[config.mk]
export PLATFORM = sky130hd
export DESIGN_NAME = prio_rr_arbiter
export DESIGN_NICKNAME = d
export VERILOG_FILES = /design/src/rtl/arb_pkg.sv /design/src/rtl/arb_level_sel.sv /design/src/rtl/arb_rr_pick.sv /design/src/rtl/arb_mask_bank.sv /design/src/rtl/prio_rr_arbiter.sv
export SDC_FILE = /design/constraint.sdc
export NUM_CORES = 1
export LEC_CHECK = 0
export BUFFER_PORTS_ARGS = -buffer_cell sky130_fd_sc_hd__buf_2
export CAP_MARGIN = 20
export CELL_PAD_IN_SITES_DETAIL_PLACEMENT = 1
export CELL_PAD_IN_SITES_GLOBAL_PLACEMENT = 1
export CORE_UTILIZATION = 35
export CTS_CLUSTER_DIAMETER = 40
export DETAILED_ROUTE_END_ITERATION = 7
export HOLD_SLACK_MARGIN = 0.02
export PLACE_DENSITY_LB_ADDON = 0.1
export RECOVER_POWER = 100
export SETUP_SLACK_MARGIN = 0.02
export SLEW_MARGIN = 20
export SYNTH_ARGS = -nofsm -noshare
export SYNTH_HDL_FRONTEND = slang
export SYNTH_HIERARCHICAL = 1
export SYNTH_SLANG_ARGS = --single-unit
[constraint.sdc]
create_clock -name clk -period 9.7 [get_ports clk]
set_clock_uncertainty 0.1 [all_clocks]
set_input_delay 2.425 -clock clk [delete_from_list [all_inputs] [get_ports clk]]
set_output_delay 2.425 -clock clk [all_outputs]
set_load 0.01 [all_outputs]
[src/rtl/arb_pkg.sv]
package arb_pkg;
  localparam int unsigned ARB_NREQ_DEF = 4;
  localparam int unsigned ARB_NLVL_DEF = 4;
endpackage

[src/rtl/arb_level_sel.sv]
module arb_level_sel #(
  parameter int unsigned NREQ = 4,
  parameter int unsigned NLVL = 4,
  parameter int unsigned LVLW = 2
) (
  input  logic [NREQ-1:0]      req,
  input  logic [NREQ*LVLW-1:0] prio_flat,
  output logic [LVLW-1:0]      top_lvl,
  output logic [NREQ-1:0]      lvl_req
);
  logic seen;

  always_comb begin
    top_lvl = '0;
    seen    = 1'b0;
    for (int i = 0; i < NREQ; i++) begin
      if (req[i] && (!seen || prio_flat[i*LVLW +: LVLW] > top_lvl)) begin
        top_lvl = prio_flat[i*LVLW +: LVLW];
      end
      if (req[i]) seen = 1'b1;
    end
    for (int i = 0; i < NREQ; i++) begin
      lvl_req[i] = req[i] && (prio_flat[i*LVLW +: LVLW] == top_lvl);
    end
  end
endmodule

[src/rtl/arb_rr_pick.sv]
module arb_rr_pick #(
  parameter int unsigned NREQ = 4
) (
  input  logic [NREQ-1:0] req,
  input  logic [NREQ-1:0] mask,
  output logic [NREQ-1:0] grant,
  output logic [NREQ-1:0] next_mask
);
  logic [NREQ-1:0] masked;
  logic [NREQ-1:0] cand;

  always_comb begin
    masked = req & mask;
    cand   = (|masked) ? masked : req;
    grant  = cand & (~cand + {{(NREQ-1){1'b0}}, 1'b1});
    if (grant[NREQ-1]) next_mask = '1;
    else               next_mask = ~(grant | (grant - {{(NREQ-1){1'b0}}, 1'b1}));
  end
endmodule

[src/rtl/arb_mask_bank.sv]
module arb_mask_bank #(
  parameter int unsigned NREQ = 4,
  parameter int unsigned NLVL = 4,
  parameter int unsigned LVLW = 2
) (
  input  logic            clk,
  input  logic            rst_n,
  input  logic            upd,
  input  logic [LVLW-1:0] lvl,
  input  logic [NREQ-1:0] new_mask,
  output logic [NREQ-1:0] cur_mask
);
  logic [NREQ-1:0] mask_q [NLVL];
  logic [NREQ-1:0] mask_d [NLVL];
  logic [NLVL-1:0] lvl_en;

  always_comb begin
    for (int l = 0; l < NLVL; l++) begin
      lvl_en[l] = upd && (lvl == LVLW'(l));
      mask_d[l] = new_mask;
    end
  end

  generate
    for (genvar l = 0; l < NLVL; l++) begin : g_lvl
      always_ff @(posedge clk or negedge rst_n) begin
        if (!rst_n)         mask_q[l] <= '1;
        else if (lvl_en[l]) mask_q[l] <= mask_d[l];
      end

      AST_MASK_HOLD: assert property (@(posedge clk) disable iff (!rst_n)
        !lvl_en[l] |=> $stable(mask_q[l]));

      AST_MASK_NONZERO: assert property (@(posedge clk) disable iff (!rst_n)
        mask_q[l] != '0);
    end
  endgenerate

  assign cur_mask = mask_q[lvl];
endmodule

[src/rtl/prio_rr_arbiter.sv]
module prio_rr_arbiter #(
  parameter  int unsigned NREQ = arb_pkg::ARB_NREQ_DEF,
  parameter  int unsigned NLVL = arb_pkg::ARB_NLVL_DEF,
  localparam int unsigned LVLW = (NLVL > 1) ? $clog2(NLVL) : 1
) (
  input  logic                 clk,
  input  logic                 rst_n,
  input  logic [NREQ-1:0]      req_i,
  input  logic [NREQ*LVLW-1:0] prio_i,
  input  logic                 advance_i,
  output logic [NREQ-1:0]      grant_o
);
  logic [LVLW-1:0] top_lvl;
  logic [NREQ-1:0] lvl_req;
  logic [NREQ-1:0] cur_mask;
  logic [NREQ-1:0] nxt_mask;
  logic            mask_upd;

  arb_level_sel #(.NREQ(NREQ), .NLVL(NLVL), .LVLW(LVLW)) u_sel (
    .req(req_i), .prio_flat(prio_i), .top_lvl(top_lvl), .lvl_req(lvl_req)
  );

  arb_rr_pick #(.NREQ(NREQ)) u_pick (
    .req(lvl_req), .mask(cur_mask), .grant(grant_o), .next_mask(nxt_mask)
  );

  assign mask_upd = advance_i && (|grant_o);

  arb_mask_bank #(.NREQ(NREQ), .NLVL(NLVL), .LVLW(LVLW)) u_bank (
    .clk(clk), .rst_n(rst_n), .upd(mask_upd), .lvl(top_lvl),
    .new_mask(nxt_mask), .cur_mask(cur_mask)
  );

  // checker logic: level of the winner against the highest requesting level
  logic [LVLW-1:0] chk_max;
  logic [LVLW-1:0] chk_gnt;
  always_comb begin
    chk_max = '0;
    chk_gnt = '0;
    for (int i = 0; i < NREQ; i++) begin
      if (req_i[i] && prio_i[i*LVLW +: LVLW] > chk_max) chk_max = prio_i[i*LVLW +: LVLW];
      if (grant_o[i]) chk_gnt = prio_i[i*LVLW +: LVLW];
    end
  end

  AST_GRANT_ONEHOT: assert property (@(posedge clk) disable iff (!rst_n)
    $onehot0(grant_o));
  AST_IDLE_NO_GRANT: assert property (@(posedge clk) disable iff (!rst_n)
    (req_i == '0) |-> (grant_o == '0));
  AST_GRANT_SUBSET: assert property (@(posedge clk) disable iff (!rst_n)
    (grant_o & ~req_i) == '0);
  AST_BUSY_GRANTS: assert property (@(posedge clk) disable iff (!rst_n)
    (req_i != '0) |-> (grant_o != '0));
  AST_TOP_LEVEL: assert property (@(posedge clk) disable iff (!rst_n)
    (grant_o != '0) |-> (chk_gnt == chk_max));
endmodule

==> results.md <==
* Outcome: finished, final reports clean
* Detailed-router iteration count before antenna repair at 4
* Max transition margin at 45.4%
* Post-route worst hold slack at 520 ps
* Via count of the first global-routing pass at 1247
* Average cell area after synthesis at 10.8 µm²
* Core region area at 3800 µm²
* Startpoint type of the worst setup path: primary input
* Later-pin clock latency in the skew report at 240 ps
* Gate power share at 54.0%
* DP HPWL at 2.62 mm
* Path depth of the worst reg2reg path at 9
* Number of different library cells in the post-synthesis netlist at 44
* Overall routing resource usage at 17.2%
* RSZ-0062 raised after global routing: yes
* Sequential-to-total area share from yosys stat at just under 30%
* Area growth from synthesis to layout at 31.4%
* Final Net Count at 197
* Proportion of total power due to net switching at 34.2%
* Iteration-0 DRC count of the detailed router at 61
* Leading area contributor after synthesis: sky130_fd_sc_hd__dfstp_2
* Global-route wire length before repair at 5.72 mm
* Maximum Capacitance Violations at 0
* Reg2reg end: u_bank/mask_q[15]$_DFFE_PN1P_
* Drt wl/cell at 15.8 µm
* Relative contribution of the clock network to total power at a little under an eighth
* Vertical extent of the die at 66.0 µm
* Row count at 22
* Worst IR Drop VDD at 0.000142 V
* Hold violation total from the final report at 0
* End of the worst hold path: u_bank/mask_q[14]$_DFFE_PN1P_
* TritonCTS clock tree: done
* Sequential group share of total power at approximately a third
* Leading register cell type out of synthesis: sky130_fd_sc_hd__dfstp_2
* Die Footprint at 4360 µm²
* Ranking of synthesized cells by area: sky130_fd_sc_hd__dfstp_2 29%, sky130_fd_sc_hd__mux2_2 13%, sky130_fd_sc_hd__mux4_1 7.3%
* Reg2Reg Setup Slack at 6740 ps
* Number of flip-flops under the largest register name at 16
* Per-cell via count in the routed design at 5.39
* Starting utilization of the core area at 37.7%
* Category of the critical setup timing path: in -> out
* Post-synth net total at 152
* IO Port Bufs at 18
* LEAKAGE at just under 0.0008 µW
* Total net switching power at ~140 µW
* TritonCTS sink count at 16
* Share of synthesized registers carrying an async set or reset at 100%
* Ports at 19
* Summed instance area of the synthesized netlist at between 1000 and 1500 µm²
* Transition time at the pin with the least slew margin at 811 ps
* Largest fanout of any net on the critical path at 6
* Leading cell types by count after synthesis: 17 x sky130_fd_sc_hd__mux2_2, 16 x sky130_fd_sc_hd__dfstp_2, 13 x sky130_fd_sc_hd__nand2_1
* Yosys Warn Count at 6
* Number of levels the H-tree was split into at 1
* Most flop-heavy register: u_bank/mask_q
* Pwr Total at between 400 and 500 µW
* Routed Wire Length at 3.53 mm
* Maximum buffer depth of the clock tree at 2
* Final-report setup violation count at 0
* Number of synthesized flops with an enable pin at 0
* Top Registers: u_bank/mask_q (16)
* Post-synthesis cell count at 133
* Maximum number of pins on one net before global-route repair at 17
* Most repeated cell in the gate-level netlist after synthesis: sky130_fd_sc_hd__mux2_2
* Remaining number of nets flagged by the antenna check after routing at 0
* Fraction of layout cells with a size suffix above 1 at 63.6%
* Worst hold stages at 1
* Remaining global-route overflow at 0
* Internal cell power at approximately 260 µW
* Total count of max-transition violations in the final report at 0
* Worst min-delay path startpoint: u_bank/mask_q[14]$_DFFE_PN1P_
* CTS Hold Bufs at 0
* Clock edge transition at the registers on the reported setup and hold paths at around 50 ps
* Critical path capture point type: primary output
* Worst Path Arrival at 7030 ps
* Num CTS Buffers at 3
* Final Wtd Congestion at 0.816
* PD cells at 213 nW/µm²
* Pre-CTS worst setup slack at -219 ps
* Hold Path Class: reg -> reg
* Antenna Cells at 0
* Yosys top cell area share at 29.3%
* Post-synthesis sequential element count at 16
* Antenna violations before repair at 0
* Part of the cycle the worst path needs at between 90% and 100%
* X dimension of the die at 66.0 µm
* Clock tree root driver cell: sky130_fd_sc_hd__clkbuf_8
* Worst setup slack after layout at 149 ps
* Vias at 1208
* Time the final worst path needs with I/O delays and setup at 9550 ps
* Post-detailed-route DRC marker count at 0
* Reg2Reg Launch Point: u_bank/mask_q[0]$_DFFE_PN1P_
* Required time at the endpoint of the critical path at 7180 ps
* Maximum clock frequency at 105 MHz
-- final cells by class --
type | instances | area [µm²]
Clock buffer | 3 | 41.3
Fill cell | 444 | 1910
Inverter | 5 | 23.8
Multi-Input combinational cell | 107 | 1020
Sequential cell | 16 | 420
Tap cell | 48 | 60.1
Timing Repair Buffer | 45 | 315
-- logic make-up after synthesis --
kind of cell	after synthesis	synth area share (%)
xor+xnor	2	1.22
fa+ha+maj	5	4.28
compound gates	34	18.4
simple gates	41	17.5
buf+inv	10	4.97
mux	25	24.3
flops	16	29.3
-- worst max path at each step --
| stage | startpoint | to | slack (ps) | depth (start not counted) |
|---|---|---|---|---|
| after floorplan | req_i[0] | grant_o[3] | 100 | 24 |
| after global placement | req_i[0] | grant_o[3] | -120 | 23 |
| after detailed placement | req_i[0] | grant_o[3] | -220 | 23 |
| after CTS | req_i[0] | grant_o[1] | 30 | 24 |
| after global routing | prio_i[0] | grant_o[3] | -100 | 23 |
| final | prio_i[0] | grant_o[2] | 150 | 23 |
-- cell usage in the layout (no fill, tap or decap), types with 2 or more instances in the layout --
| master | netlist | final |
|---|---|---|
| sky130_fd_sc_hd__clkbuf_8 | 0 | 3 |
| sky130_fd_sc_hd__ha_4 | 0 | 3 |
| sky130_fd_sc_hd__o211ai_1 | 4 | 4 |
| sky130_fd_sc_hd__a21oi_1 | 4 | 4 |
| sky130_fd_sc_hd__inv_1 | 5 | 3 |
| sky130_fd_sc_hd__nand2b_1 | 2 | 2 |
| sky130_fd_sc_hd__nor2_1 | 8 | 6 |
| sky130_fd_sc_hd__dfstp_2 | 16 | 16 |
| sky130_fd_sc_hd__mux2i_1 | 3 | 3 |
| sky130_fd_sc_hd__mux4_2 | 0 | 4 |
| sky130_fd_sc_hd__mux2_2 | 17 | 16 |
| sky130_fd_sc_hd__buf_2 | 0 | 15 |
| sky130_fd_sc_hd__o21a_1 | 3 | 3 |
| sky130_fd_sc_hd__o21ai_2 | 1 | 2 |
| sky130_fd_sc_hd__nand2_1 | 13 | 12 |
| sky130_fd_sc_hd__buf_6 | 4 | 3 |
| sky130_fd_sc_hd__a22oi_2 | 1 | 2 |
| sky130_fd_sc_hd__nand4b_1 | 2 | 2 |
| sky130_fd_sc_hd__nor2_2 | 0 | 2 |
| sky130_fd_sc_hd__buf_4 | 1 | 25 |
| sky130_fd_sc_hd__o21ai_0 | 9 | 6 |
| sky130_fd_sc_hd__nand3_1 | 4 | 3 |
-- critical path, cell delays in order --
cell                       delay [ps]
sky130_fd_sc_hd__buf_2            110
sky130_fd_sc_hd__and2_4           160
sky130_fd_sc_hd__ha_4             270
sky130_fd_sc_hd__nand3_2           70
sky130_fd_sc_hd__o211ai_1         120
sky130_fd_sc_hd__o21ai_2          110
sky130_fd_sc_hd__ha_1             310
sky130_fd_sc_hd__nor2_2           130
sky130_fd_sc_hd__nor2_1            60
sky130_fd_sc_hd__a311oi_1         240
sky130_fd_sc_hd__o21ai_1          120
sky130_fd_sc_hd__mux2_4           330
sky130_fd_sc_hd__ha_4             260
sky130_fd_sc_hd__nor2_2            30
sky130_fd_sc_hd__maj3_2           320
sky130_fd_sc_hd__o21ai_4          190
sky130_fd_sc_hd__mux2i_4          290
sky130_fd_sc_hd__clkinv_4         120
sky130_fd_sc_hd__mux4_2           510
sky130_fd_sc_hd__buf_6            150
sky130_fd_sc_hd__o21a_1           210
sky130_fd_sc_hd__nor4b_2          280
sky130_fd_sc_hd__buf_2            180
-- per-layer routing --
layer | up-vias | wire, µm | track usage, % | part of all wire, %
met5 | - | 0 | 0 | 0
met4 | 0 | 0 | 4.79 | 0
met3 | 0 | 49 | 1.03 | 1.4
met2 | 9 | 1730 | 27.7 | 49
met1 | 609 | 1760 | 24.9 | 50
li1 | 590 | - | - | -
-- through the flow --
| stage | setup TNS (ps) | std cells | area, µm² | utilization (%) |
|---|---|---|---|---|
| 6_report | 0 | 224 | 1880 | 49.6 |
| 5_1_grt | -207 | 224 | 1880 | 49.6 |
| 4_1_cts | 0 | 216 | 1720 | 45.2 |
| 3_5_place_dp | -623 | 213 | 1680 | 44.2 |
| 3_3_place_gp | -290 | 213 | 1680 | 44.2 |
| 2_1_floorplan | 0 | 133 | 1440 | - |
-- repair_timing --
| action | CTS | global route |
|---|---|---|
| gates resized for setup | 5 | 30 |
| endpoints found under the hold margin | 0 | 0 |
| buffers inserted | 0 | 8 |
| pin swaps | 2 | 20 |
| setup endpoints to repair | 4 | 4 |
-- power by group through the flow --
| stage | Sequential (µW) | Clock, µW | Combinational (µW) |
|---|---|---|---|
| global placement | 134 | 0 | 182 |
| detailed placement | 136 | 0 | 186 |
| floorplan | 129 | 0 | 131 |
| finish | 137 | 47.5 | 217 |
| global route | 142 | 52.7 | 236 |
| CTS | 136 | 49.9 | 190 |
No activity file was read; power rests on OpenSTA's default activity.
